### config.mk
export PLATFORM = sky130hd
export DESIGN_NAME = irq_share_ctrl
export DESIGN_NICKNAME = d
export VERILOG_FILES = /design/src/rtl/irq_share_pkg.sv /design/src/rtl/irq_share_src.sv /design/src/rtl/irq_share_regs.sv /design/src/rtl/irq_share_router.sv /design/src/rtl/irq_share_ctrl.sv
export SDC_FILE = /design/constraint.sdc
export NUM_CORES = 2
export LEC_CHECK = 0
export ABC_AREA = 1
export BUFFER_PORTS_ARGS = -buffer_cell sky130_fd_sc_hd__buf_4
export CAP_MARGIN = 0
export CORE_ASPECT_RATIO = 0.5
export CORE_UTILIZATION = 50
export CTS_CLUSTER_SIZE = 10
export DETAILED_ROUTE_END_ITERATION = 16
export PLACE_DENSITY = 0.72
export SLEW_MARGIN = 15
export SYNTH_ARGS = -nofsm -noshare
export SYNTH_HDL_FRONTEND = slang
export SYNTH_HIERARCHICAL = 1
export SYNTH_SLANG_ARGS = --single-unit
export TNS_END_PERCENT = 10
### constraint.sdc
create_clock -name clk_i -period 4.6 [get_ports clk_i]
set_input_delay 0.23 -clock clk_i [delete_from_list [all_inputs] [get_ports clk_i]]
set_output_delay 0.23 -clock clk_i [all_outputs]
set_load 0.005 [all_outputs]
### src/rtl/irq_share_pkg.sv
package irq_share_pkg;
  localparam int DATA_W       = 32;
  localparam int PIN_FIELD_W  = 6;
  localparam int ROUTE_EN_BIT = 31;
  localparam int SWE_SET_BIT  = 31;
  localparam int BANK_STRIDE  = 4;   // words reserved per bank (up to 128 sources)

  // word addresses
  localparam int REG_SENSE   = 0 * BANK_STRIDE;
  localparam int REG_EDGE    = 1 * BANK_STRIDE;
  localparam int REG_BOTH    = 2 * BANK_STRIDE;
  localparam int REG_EN_SET  = 3 * BANK_STRIDE;
  localparam int REG_EN_CLR  = 4 * BANK_STRIDE;
  localparam int REG_EN_VIEW = 5 * BANK_STRIDE;
  localparam int REG_PEND    = 6 * BANK_STRIDE;
  localparam int REG_SWE     = 7 * BANK_STRIDE;
  localparam int REG_ROUTE   = 256;

  typedef struct packed {
    logic                   en;
    logic [PIN_FIELD_W-1:0] pin;
  } route_t;
endpackage

### src/rtl/irq_share_src.sv
module irq_share_src (
  input  logic clk_i,
  input  logic rst_ni,
  input  logic raw_i,
  input  logic sense_i,
  input  logic edge_mode_i,
  input  logic both_i,
  input  logic sw_set_i,
  input  logic sw_clr_i,
  output logic pend_o
);
  logic sync1_q, sync2_q, prev_q, latch_q;
  logic rise, fall, det, level_hit;

  always_ff @(posedge clk_i or negedge rst_ni) begin
    if (!rst_ni) begin
      sync1_q <= 1'b0;
      sync2_q <= 1'b0;
      prev_q  <= 1'b0;
    end else begin
      sync1_q <= raw_i;
      sync2_q <= sync1_q;
      prev_q  <= sync2_q;
    end
  end

  assign rise = sync2_q & ~prev_q;
  assign fall = ~sync2_q & prev_q;

  always_comb begin
    det = 1'b0;
    if (edge_mode_i) begin
      if (both_i) det = rise | fall;
      else        det = sense_i ? rise : fall;
    end
  end

  // hardware edge and software set take priority over a software clear
  always_ff @(posedge clk_i or negedge rst_ni) begin
    if (!rst_ni)                latch_q <= 1'b0;
    else if (det || sw_set_i)   latch_q <= 1'b1;
    else if (sw_clr_i)          latch_q <= 1'b0;
  end

  assign level_hit = (sync2_q == sense_i);
  assign pend_o    = edge_mode_i ? latch_q : level_hit;

  assert_swclr_R5: assert property (@(posedge clk_i) disable iff (!rst_ni)
    (sw_clr_i && !sw_set_i && !det) |=> !latch_q);

  assert_latch_cause_R3: assert property (@(posedge clk_i) disable iff (!rst_ni)
    $rose(latch_q) |-> $past(det || sw_set_i));
endmodule

### src/rtl/irq_share_regs.sv
module irq_share_regs #(
  parameter int NUM_SRC = 64,
  parameter int ADDR_W  = 10
) (
  input  logic                                 clk_i,
  input  logic                                 rst_ni,
  input  logic                                 wr_en_i,
  input  logic                                 rd_en_i,
  input  logic [ADDR_W-1:0]                    addr_i,
  input  logic [31:0]                          wdata_i,
  input  logic [NUM_SRC-1:0]                   pend_i,
  output logic [31:0]                          rdata_o,
  output logic                                 rvalid_o,
  output logic [NUM_SRC-1:0]                   sense_o,
  output logic [NUM_SRC-1:0]                   edge_o,
  output logic [NUM_SRC-1:0]                   both_o,
  output logic [NUM_SRC-1:0]                   en_o,
  output irq_share_pkg::route_t [NUM_SRC-1:0]  route_o,
  output logic [NUM_SRC-1:0]                   sw_set_o,
  output logic [NUM_SRC-1:0]                   sw_clr_o
);
  import irq_share_pkg::*;

  localparam int WORDS = (NUM_SRC + 31) / 32;
  localparam int PAD_W = WORDS * 32;

  logic [NUM_SRC-1:0] sense_q, edge_q, both_q, en_q;
  route_t [NUM_SRC-1:0] route_q;
  logic [WORDS-1:0] wr_sense, wr_edge, wr_both, wr_eset, wr_eclr;
  logic [NUM_SRC-1:0] wr_route, eset_req, eclr_req;
  logic swe_wr;
  logic [31:0] rdata_q, rd_next;
  logic rvalid_q;

  for (genvar w = 0; w < WORDS; w++) begin : g_wdec
    assign wr_sense[w] = wr_en_i && (addr_i == ADDR_W'(REG_SENSE  + w));
    assign wr_edge[w]  = wr_en_i && (addr_i == ADDR_W'(REG_EDGE   + w));
    assign wr_both[w]  = wr_en_i && (addr_i == ADDR_W'(REG_BOTH   + w));
    assign wr_eset[w]  = wr_en_i && (addr_i == ADDR_W'(REG_EN_SET + w));
    assign wr_eclr[w]  = wr_en_i && (addr_i == ADDR_W'(REG_EN_CLR + w));
  end

  assign swe_wr = wr_en_i && (addr_i == ADDR_W'(REG_SWE));

  for (genvar s = 0; s < NUM_SRC; s++) begin : g_sdec
    assign wr_route[s] = wr_en_i && (addr_i == ADDR_W'(REG_ROUTE + s));
    assign eset_req[s] = wr_eset[s/32] & wdata_i[s%32];
    assign eclr_req[s] = wr_eclr[s/32] & wdata_i[s%32];
    assign sw_set_o[s] = swe_wr &  wdata_i[SWE_SET_BIT] && (wdata_i[30:0] == 31'(s));
    assign sw_clr_o[s] = swe_wr & ~wdata_i[SWE_SET_BIT] && (wdata_i[30:0] == 31'(s));
  end

  always_ff @(posedge clk_i or negedge rst_ni) begin
    if (!rst_ni) begin
      sense_q <= '0;
      edge_q  <= '0;
      both_q  <= '0;
      en_q    <= '0;
      route_q <= '0;
    end else begin
      for (int s = 0; s < NUM_SRC; s++) begin
        if (wr_sense[s/32]) sense_q[s] <= wdata_i[s%32];
        if (wr_edge[s/32])  edge_q[s]  <= wdata_i[s%32];
        if (wr_both[s/32])  both_q[s]  <= wdata_i[s%32];
        if (eset_req[s])    en_q[s]    <= 1'b1;
        if (eclr_req[s])    en_q[s]    <= 1'b0;
        if (wr_route[s]) begin
          route_q[s].en  <= wdata_i[ROUTE_EN_BIT];
          route_q[s].pin <= wdata_i[PIN_FIELD_W-1:0];
        end
      end
    end
  end

  logic [PAD_W-1:0] sense_pad, edge_pad, both_pad, en_pad, pend_pad;
  assign sense_pad = PAD_W'(sense_q);
  assign edge_pad  = PAD_W'(edge_q);
  assign both_pad  = PAD_W'(both_q);
  assign en_pad    = PAD_W'(en_q);
  assign pend_pad  = PAD_W'(pend_i);

  always_comb begin
    rd_next = '0;
    for (int w = 0; w < WORDS; w++) begin
      if (addr_i == ADDR_W'(REG_SENSE   + w)) rd_next = sense_pad[w*32 +: 32];
      if (addr_i == ADDR_W'(REG_EDGE    + w)) rd_next = edge_pad[w*32 +: 32];
      if (addr_i == ADDR_W'(REG_BOTH    + w)) rd_next = both_pad[w*32 +: 32];
      if (addr_i == ADDR_W'(REG_EN_VIEW + w)) rd_next = en_pad[w*32 +: 32];
      if (addr_i == ADDR_W'(REG_PEND    + w)) rd_next = pend_pad[w*32 +: 32];
    end
    for (int s = 0; s < NUM_SRC; s++) begin
      if (addr_i == ADDR_W'(REG_ROUTE + s))
        rd_next = {route_q[s].en, {(31-PIN_FIELD_W){1'b0}}, route_q[s].pin};
    end
  end

  always_ff @(posedge clk_i or negedge rst_ni) begin
    if (!rst_ni) begin
      rdata_q  <= '0;
      rvalid_q <= 1'b0;
    end else begin
      rvalid_q <= rd_en_i;
      if (rd_en_i) rdata_q <= rd_next;
    end
  end

  assign rdata_o  = rdata_q;
  assign rvalid_o = rvalid_q;
  assign sense_o  = sense_q;
  assign edge_o   = edge_q;
  assign both_o   = both_q;
  assign en_o     = en_q;
  assign route_o  = route_q;

  assert_en_set_R6: assert property (@(posedge clk_i) disable iff (!rst_ni)
    (|eset_req) |=> ((en_q & $past(eset_req)) == $past(eset_req)));

  assert_en_clr_R6: assert property (@(posedge clk_i) disable iff (!rst_ni)
    (|eclr_req) |=> ((en_q & $past(eclr_req)) == '0));

  assert_en_hold_R6: assert property (@(posedge clk_i) disable iff (!rst_ni)
    (!(|eset_req) && !(|eclr_req)) |=> $stable(en_q));

  assert_rvalid_R10: assert property (@(posedge clk_i) disable iff (!rst_ni)
    rd_en_i |=> rvalid_q);
endmodule

### src/rtl/irq_share_router.sv
module irq_share_router #(
  parameter int NUM_SRC  = 64,
  parameter int NUM_PINS = 6
) (
  input  logic                                clk_i,
  input  logic                                rst_ni,
  input  logic [NUM_SRC-1:0]                  active_i,
  input  irq_share_pkg::route_t [NUM_SRC-1:0] route_i,
  output logic [NUM_PINS-1:0]                 pin_o
);
  import irq_share_pkg::*;

  logic [NUM_PINS-1:0] hit, pin_q;

  for (genvar p = 0; p < NUM_PINS; p++) begin : g_pin
    always_comb begin
      hit[p] = 1'b0;
      for (int s = 0; s < NUM_SRC; s++) begin
        if (active_i[s] && route_i[s].en && (route_i[s].pin == PIN_FIELD_W'(p)))
          hit[p] = 1'b1;
      end
    end
  end

  always_ff @(posedge clk_i or negedge rst_ni) begin
    if (!rst_ni) pin_q <= '0;
    else         pin_q <= hit;
  end

  assign pin_o = pin_q;

  assert_pin_cause_R8: assert property (@(posedge clk_i) disable iff (!rst_ni)
    (|pin_q) |-> $past(|active_i));
endmodule

### src/rtl/irq_share_ctrl.sv
module irq_share_ctrl #(
  parameter int NUM_SRC  = 64,
  parameter int NUM_PINS = 6,
  parameter int ADDR_W   = 10
) (
  input  logic                clk_i,
  input  logic                rst_ni,
  input  logic [NUM_SRC-1:0]  irq_i,
  input  logic                bus_wr_en_i,
  input  logic                bus_rd_en_i,
  input  logic [ADDR_W-1:0]   bus_addr_i,
  input  logic [31:0]         bus_wdata_i,
  output logic [31:0]         bus_rdata_o,
  output logic                bus_rvalid_o,
  output logic [NUM_PINS-1:0] core_pin_o
);
  import irq_share_pkg::*;

  logic [NUM_SRC-1:0] sense, edge_mode, both, en, sw_set, sw_clr, pend;
  route_t [NUM_SRC-1:0] route;

  irq_share_regs #(.NUM_SRC(NUM_SRC), .ADDR_W(ADDR_W)) regs_i (
    .clk_i    (clk_i),
    .rst_ni   (rst_ni),
    .wr_en_i  (bus_wr_en_i),
    .rd_en_i  (bus_rd_en_i),
    .addr_i   (bus_addr_i),
    .wdata_i  (bus_wdata_i),
    .pend_i   (pend),
    .rdata_o  (bus_rdata_o),
    .rvalid_o (bus_rvalid_o),
    .sense_o  (sense),
    .edge_o   (edge_mode),
    .both_o   (both),
    .en_o     (en),
    .route_o  (route),
    .sw_set_o (sw_set),
    .sw_clr_o (sw_clr)
  );

  for (genvar s = 0; s < NUM_SRC; s++) begin : g_src
    irq_share_src src_i (
      .clk_i       (clk_i),
      .rst_ni      (rst_ni),
      .raw_i       (irq_i[s]),
      .sense_i     (sense[s]),
      .edge_mode_i (edge_mode[s]),
      .both_i      (both[s]),
      .sw_set_i    (sw_set[s]),
      .sw_clr_i    (sw_clr[s]),
      .pend_o      (pend[s])
    );
  end

  irq_share_router #(.NUM_SRC(NUM_SRC), .NUM_PINS(NUM_PINS)) router_i (
    .clk_i    (clk_i),
    .rst_ni   (rst_ni),
    .active_i (pend & en),
    .route_i  (route),
    .pin_o    (core_pin_o)
  );

  assert_sw_excl_R5: assert property (@(posedge clk_i) disable iff (!rst_ni)
    $onehot0(sw_set | sw_clr));
endmodule

[After elaboration in Yosys (flattened, before gate mapping)]
Cells that the tools add are included.
Operators by class
  bitwise logic cells: 452
  multiplexer cells: 970
  reduce and logical (&&, ||, !) cells: 909
  eq/ne operators: 525
Operator list (number)
  2-to-1 mux 32 bit: 74
  equality test 31 x 6 -> 1 bit, second input constant: 32
  2-to-1 mux 1 bit: 896
  equality test 6 x 2 -> 1 bit, second input constant: 128
  equality test 6 x 3 -> 1 bit, second input constant: 128
  logical AND 1 bit: 651
  equality test 10 x 9 -> 1 bit, second input constant: 64
  equality test 31 x 5 -> 1 bit, second input constant: 16
  equality test 6 x 1 -> 1 bit, second input constant: 64
  logical NOT 6 bit: 64
  AND 1 bit: 258
  nonzero test 2 bit: 128
  equality test 31 x 4 -> 1 bit, second input constant: 8
  inverter 1 bit: 129
  equality test 31 x 3 -> 1 bit, second input constant: 4
  equality test 10 x 5 -> 1 bit, second input constant: 7
  AND 64 bit: 1
  equality test 1 bit: 64
  logical OR 1 bit: 64
  OR 1 bit: 64
  equality test 31 x 2 -> 1 bit, second input constant: 2
  equality test 10 x 4 -> 1 bit, second input constant: 4
  equality test 31 x 1 -> 1 bit, second input constant: 1
  logical NOT 31 bit: 1
  other kinds (3): 4
Storage, ports and cells
  word-level logic and storage cells: 3313
  output and inout port bits: 39
  bits of input ports: 110
  register bits after elaboration: 999

[Logic depth before layout (Yosys ltp)]
  depth after elaboration: 75
  mapped depth: 49
  gate-level depth less buffers: 49

[By module]
The synthesis kept the hierarchy.
By module, submodules not included
  irq_share_regs: area each 34290.4 um^2, cells an instance 4329, sequential area each 18442.7 um^2, times used 1
  irq_share_src: area each 197.7 um^2, cells an instance 24, sequential area each 100.1 um^2, times used 64
  irq_share_router: area each 6969.2 um^2, cells an instance 1686, sequential area each 150.1 um^2, times used 1
  irq_share_ctrl: area each 480.5 um^2, cells an instance 128, sequential area each 0.0 um^2, times used 1

[Least setup slack after synthesis]
Ideal clock, no wire load.
  path kind: input -> register
  start point: input bus_addr_i[7]
  end point: register regs_i.rdata_q[0] (netlist: regs_i/rdata_o[0])
  path buffers: 0
  data required time: 4.487 ns
  path slack: 1.180 ns
  arrival: 3.307 ns
  stages on the path: 43
  cell sequence: nor2_1 -> nand3_1 -> nor2_1 -> inv_2 -> nor2_4 -> inv_2 -> or2_1 -> nand2_1 -> nand3_1 -> nand2_1 -> nand4_1 -> nand2_1 -> nand4_1 -> nand2_1 -> nand4_1 -> nand2_1 -> nand4_1 -> nand2_1 -> [7 not listed] -> nand2_1 -> nand4_1 -> nand2_1 -> nand4_1 -> nand2_1 -> nand3_1 -> nand2_1 -> nand3_1 -> nand2_1 -> nand4_1 -> nor2_1 -> nand3_1 -> nand2_1 -> nand4_1 -> nand2_1 -> nand4_1 -> nand2_1 -> inv_1
On the way
  word-level cells in the longest chain between the ends: 75
  elaborated cells between the ends (all ways): 148
Ends and longest elaborated chain
  start, declared: line irq_share_ctrl.sv:11  | input logic [ADDR_W-1:0] bus_addr_i,
  logical NOT 10 bit: line irq_share_regs.sv:85  | if (addr_i == ADDR_W'(REG_SENSE + w)) rd_next = sense_pad[w*32 +: 32];
  2-to-1 mux 32 bit: line irq_share_regs.sv:85
  2-to-1 mux 32 bit: line irq_share_regs.sv:86  | if (addr_i == ADDR_W'(REG_EDGE + w)) rd_next = edge_pad[w*32 +: 32];
  2-to-1 mux 32 bit: line irq_share_regs.sv:87  | if (addr_i == ADDR_W'(REG_BOTH + w)) rd_next = both_pad[w*32 +: 32];
  2-to-1 mux 32 bit: line irq_share_regs.sv:88  | if (addr_i == ADDR_W'(REG_EN_VIEW + w)) rd_next = en_pad[w*32 +: 32];
  2-to-1 mux 32 bit: line irq_share_regs.sv:89  | if (addr_i == ADDR_W'(REG_PEND + w)) rd_next = pend_pad[w*32 +: 32];
  2-to-1 mux 32 bit: line irq_share_regs.sv:85
  2-to-1 mux 32 bit: line irq_share_regs.sv:86
  2-to-1 mux 32 bit: line irq_share_regs.sv:87
  2-to-1 mux 32 bit: line irq_share_regs.sv:88
  2-to-1 mux 32 bit: line irq_share_regs.sv:89
  2-to-1 mux 32 bit (63 in series): line irq_share_regs.sv:92  | if (addr_i == ADDR_W'(REG_ROUTE + s))
  2-to-1 mux 32 bit (*): line irq_share_regs.sv:92
  end signal, assigned: line irq_share_regs.sv:103  | if (rd_en_i) rdata_q <= rd_next;
  end, declared: line irq_share_regs.sv:32  | logic [31:0] rdata_q, rd_next;
Every way passes the cells marked *; elsewhere a longest branch is shown, timed or not.
A chain may end at the register's enable or synchronous reset.

[Final worst setup path]
  start point: register regs_i.sense_q[4] (netlist: regs_i/sense_o[4])
  end point: register regs_i.rdata_q[4] (netlist: regs_i/rdata_o[4])
On the way
  elaborated cells between the ends (all ways): 76
RTL lines
  start, declared: line irq_share_regs.sv:27  | logic [NUM_SRC-1:0] sense_q, edge_q, both_q, en_q;
  start signal, assigned by index: line irq_share_regs.sv:62  | if (wr_sense[s/32]) sense_q[s] <= wdata_i[s%32];
  equality test 1 bit: line irq_share_src.sv:45  | assign level_hit = (sync2_q == sense_i);
  2-to-1 mux 1 bit: line irq_share_src.sv:46  | assign pend_o = edge_mode_i ? latch_q : level_hit;
  net pend[4]: line irq_share_ctrl.sv:19  | logic [NUM_SRC-1:0] sense, edge_mode, both, en, sw_set, sw_clr, pend;
  2-to-1 mux 32 bit: line irq_share_regs.sv:89
  2-to-1 mux 32 bit: line irq_share_regs.sv:85
  2-to-1 mux 32 bit: line irq_share_regs.sv:86
  2-to-1 mux 32 bit: line irq_share_regs.sv:87
  2-to-1 mux 32 bit: line irq_share_regs.sv:88
  2-to-1 mux 32 bit: line irq_share_regs.sv:89
  2-to-1 mux 32 bit (64 in series): line irq_share_regs.sv:92
The timed path passes the listed nets, and every way through them passes these cells.

==> results summary <==
The number of synthesized register bits came out at roughly 1,000. The clock insertion delay at the later pin of the skew report came out at roughly 770 ps. The register area is between 20,000 and 30,000 µm².

The worst clock skew came out at just over 70 ps. After detailed routing, the average wire length per cell comes to around 21 µm. The clock buffer count from CTS came out at 110.

The fraction of layout cells with a size suffix above 1 came out at between 7 and 8%. The count of buffers from port buffering came out at 148. The number of unique standard cell types used by synthesis came out at 46.

The number of H-tree branching levels came out at 3. The peak supply drop is around 0.34 mV. The total wire length after detailed routing came out at about 200,000 µm.

The clock network power share came out at approximately 43%. The cell with the biggest individual delay on the critical path is sky130_fd_sc_hd__dfrtp_1. The Yosys step of the flow raised 6 warnings.

The type of destination of the critical path is a flip-flop. Setup repair after global routing could not meet its margin everywhere. TritonCTS built the clock tree. The reported leakage power came out at roughly 0.029 µW.

The core outline area came out at 107,700 µm². The cell sitting at the root of the clock tree is a sky130_fd_sc_hd__clkbuf_16. STA puts the critical path data arrival time at 5380 ps. The clock tree buffer depth came out at 3. The total number of placement rows came out at 85. Counting every net in the synthesized netlist gives between 7,000 and 8,000. Of all nets on the critical path, the largest fanout is 5. The count of TritonRoute iterations in the first routing pass came out at 14.

The depth of the worst register-to-register path is 44. The worst setup path is launched from a flip-flop. The number of nets in the layout came out at 8,219. The power per unit of standard cell area is 294.6 nW/µm².

The number of vias per cell is approximately 5.6. The area fraction of the dominant cell type after synthesis is between 40% and 50%. The path class of the tightest hold or removal check is primary input to flip-flop. The sequential cell area fraction in the yosys report is 45.96%. The measured slew at the worst slew-check pin came out at 1170 ps. The average footprint of a synthesized cell is just over 7 µm². The initial standard-cell utilization of the core came out at about 50%. The final hold violation count came to 0. The number of global-route vias before repair came out at 48,060. The final worst-path cycle share is 102.9%. The internal portion of the total power is 13,670 µW. The share of total power consumed by net switching is 25.18%. After filler insertion, the fill cell instance count of the layout stands at roughly 10,000.

The initial antenna violation count is 7. The die extent in x is ~470 µm. The count of routing violations after the opening detailed-route iteration came out at approximately 6,500. After routing, the total negative slack on setup checks comes to -428.0 ps. The flow ran to the end, but the final reports show violations. The clock net in this run drives a total of between 900 and 1,000 sinks.

The area taken by multi-input logic gates came out at 25,130 µm². Entering global routing, the biggest net connects between 100 and 150 pins. The boundary pin count came out at approximately 150. The via count of the routed design came out at about 53,000. The critical path is of the flip-flop to flip-flop type. The largest area contributor in the synthesized netlist is sky130_fd_sc_hd__dfrtp_1.

The final design utilization came out at 57.55%. The clock-pin slew reported for the worst setup and hold paths after clock tree synthesis came out at 60 ps. For this run the aggregate overflow at the end of global routing stands at 0. The growth of design area from synthesis to finish came out at 14.00%. The floorplan step defined a die boundary enclosing approximately 110,000 µm². The headroom to the max-slew limit came out at 21.98%. The cell area after synthesis came out at between 50,000 and 60,000 µm². The sum of net half-perimeters after detailed placement came out at ~140,000 µm. The wire length of the first global-routing pass is between 200,000 and 300,000 µm. Setup violations remaining at the end of the flow were counted as 5.

Per report_power, the sequential group accounts for roughly 50% of the total. The endpoint required time on the critical path is between 5000 and 6000 ps. The share of total power dissipated in combinational logic is under 10%.

The post-route minimum period is approximately 4700 ps. The number of routed nets with antenna violations is 0. The instance count along the most critical hold path came out at 2. The synthesized instance count came out at approximately 7,700.

The final-report max-slew violation count came out at 0. In the post-synthesis netlist, the biggest area contributors are sky130_fd_sc_hd__dfrtp_1 46%, sky130_fd_sc_hd__nand2_1 15%, sky130_fd_sc_hd__nor2_1 9.9%, sky130_fd_sc_hd__o21ai_0 7.6%, sky130_fd_sc_hd__inv_1 5.9%. Routability-driven placement finished with a final weighted congestion of roughly 1.1. The stage delay of the slowest cell on the critical path came out at about 430 ps. The die is around 240 µm tall. In this design, the critical path's most frequently occurring cell is sky130_fd_sc_hd__nand2_1.

The final reports fail on DRC, setup timing. In the global route stage, overall resource usage came out at 36.36%. The max capacitance violation total came out at 0. The highest clock rate came out at between 0.2 and 0.25 GHz. For this design the total switching power over the nets is between 4000 and 5000 µW. Setup slack on the critical path of the routed design comes to -131.5 ps. The number of DRC violations after detailed routing came out at 2.
[Yosys cell counts, drive strengths merged]
| cell | count |
|---|---|
| and3 | 4 |
| nand4 | 143 |
| dfrtp | 999 |
| a22o | 1 |
| nor4 | 2 |
| nor4b | 2 |
| nor3 | 47 |
| a211oi | 4 |
| a2bb2oi | 14 |
| o21ai | 825 |
| o22ai | 32 |
| a21boi | 18 |
| a31oi | 1 |
| a32o | 1 |
| clkinv | 14 |
| inv | 887 |
| o31ai | 5 |
| o2111ai | 1 |
| clkbuf | 229 |
| buf | 23 |
| a41oi | 2 |
| and2 | 3 |
| nand2 | 2167 |
| nand3 | 422 |
| ha | 128 |
| or2 | 43 |
| o221ai | 1 |
| a221oi | 49 |
| o211ai | 14 |
| a21oi | 150 |
| o211a | 2 |
| a32oi | 1 |
| nor2 | 1443 |
| o221a | 2 |
[final cells by class]
class	instances	area share, %
multi-input cells	5527	40.53
inverters	901	5.454
flip-flops and latches	999	40.32
diodes	3	0.01211
well taps	1435	2.896
clock inverters	5	0.2078
repair buffers	442	5.981
clock buffers	117	4.601
[power groups by stage]
stage | logic, µW | clock network, µW | registers [µW]
2_1_floorplan | 480 | 0 | 9250
3_3_place_gp | 1060 | 0 | 9310
3_5_place_dp | 1080 | 0 | 9310
4_1_cts | 1150 | 8010 | 9160
5_1_grt | 1290 | 8370 | 9180
6_report | 1170 | 7930 | 9170
[metal layers]
layer | GRT usage (%) | vias up | share of wire [%]
met5 | 0 | - | 0.018
met4 | 17.28 | 6 | 5.2
met3 | 11.86 | 496 | 13
met2 | 50.79 | 2825 | 41
met1 | 50.73 | 25000 | 41
li1 | - | 24850 | -
[flip-flops by register name, summed over array words and instances, names as in the netlist]
name / count
router_i/pin_o: 6
regs_i/en_o: 64
g_src.src_i/sync1_q: 64
regs_i/edge_o: 64
regs_i/rvalid_o: 1
regs_i/rdata_o: 32
regs_i/both_o: 64
regs_i/route_o: 448
g_src.src_i/sync2_q: 64
g_src.src_i/latch_q: 64
g_src.src_i/prev_q: 64
regs_i/sense_o: 64
[what timing repair did]
action                     4_1_cts  5_1_grt
setup endpoints to repair        3        7
buffers inserted                 1        0
resized for setup                6       12
hold buffers                    98        0
pin swaps                        7        5
hold endpoints to repair       312        0
[cells by family (layout without fill, tap and decap cells)]
| logic type | count (synthesis) | count (layout) | synth area share [%] |
|---|---|---|---|
| and+or+nand+nor | 4276 | 4276 | 31.95 |
| buffers and inverters | 1153 | 1465 | 8.014 |
| AOI/OAI and AO/OA | 1123 | 1123 | 11.13 |
| DFF | 999 | 999 | 45.96 |
| adders and majority gates | 128 | 128 | 2.944 |
| other | 0 | 3 | 0 |
[placed cells by master, fill, tap and decap left out, types with 42 or more instances in the layout]
cell / count
sky130_fd_sc_hd__o21ai_0: 819
sky130_fd_sc_hd__nand3_1: 399
sky130_fd_sc_hd__nor3_1: 42
sky130_fd_sc_hd__clkbuf_16: 113
sky130_fd_sc_hd__nand2_1: 2127
sky130_fd_sc_hd__buf_4: 332
sky130_fd_sc_hd__dfrtp_1: 998
sky130_fd_sc_hd__nor2_1: 1426
sky130_fd_sc_hd__nand4_1: 143
sky130_fd_sc_hd__a221oi_1: 49
sky130_fd_sc_hd__ha_1: 128
sky130_fd_sc_hd__dlygate4sd3_1: 98
sky130_fd_sc_hd__inv_1: 847
sky130_fd_sc_hd__a21oi_1: 148
[per-stage QoR]
step | hold WS (ps) | instance area [µm²] | worst slack (ps) | total power, µW | instances
2_1_floorplan | -65.59 | 54390 | 1180 | 9727 | 7679
3_3_place_gp | 332.2 | 57990 | -215.1 | 10370 | 9205
3_5_place_dp | 334.7 | 57990 | -249.7 | 10390 | 9205
4_1_cts | 69.56 | 61980 | -24.31 | 18320 | 9426
5_1_grt | 105.3 | 62000 | -534.0 | 18840 | 9428
6_report | 114.6 | 62010 | -131.5 | 18270 | 9429
[worst paths after layout]
path	startpoint	to	slack [ps]
setup / recovery	regs_i/sense_o[4]	regs_i/rdata_o[4]	-130
hold / removal	irq_i[7]	g_src[7].src_i/sync1_q	110
setup reg to reg	regs_i/sense_o[4]	regs_i/rdata_o[4]	-130
hold reg to reg	g_src[13].src_i/sync1_q	g_src[13].src_i/sync2_q	340
max in group asynchronous	rst_ni	regs_i/route_o[432]	3080
min in group asynchronous	rst_ni	regs_i/route_o[204]	130
[critical path, delay by kind of cell, from the launching register on]
| kind | cells | cell delay (ps) |
|---|---|---|
| compound gates | 2 | 230 |
| buf+inv | 1 | 100 |
| flops | 1 | 430 |
| simple gates | 41 | 3810 |
Power figures use the tool's default switching activity.
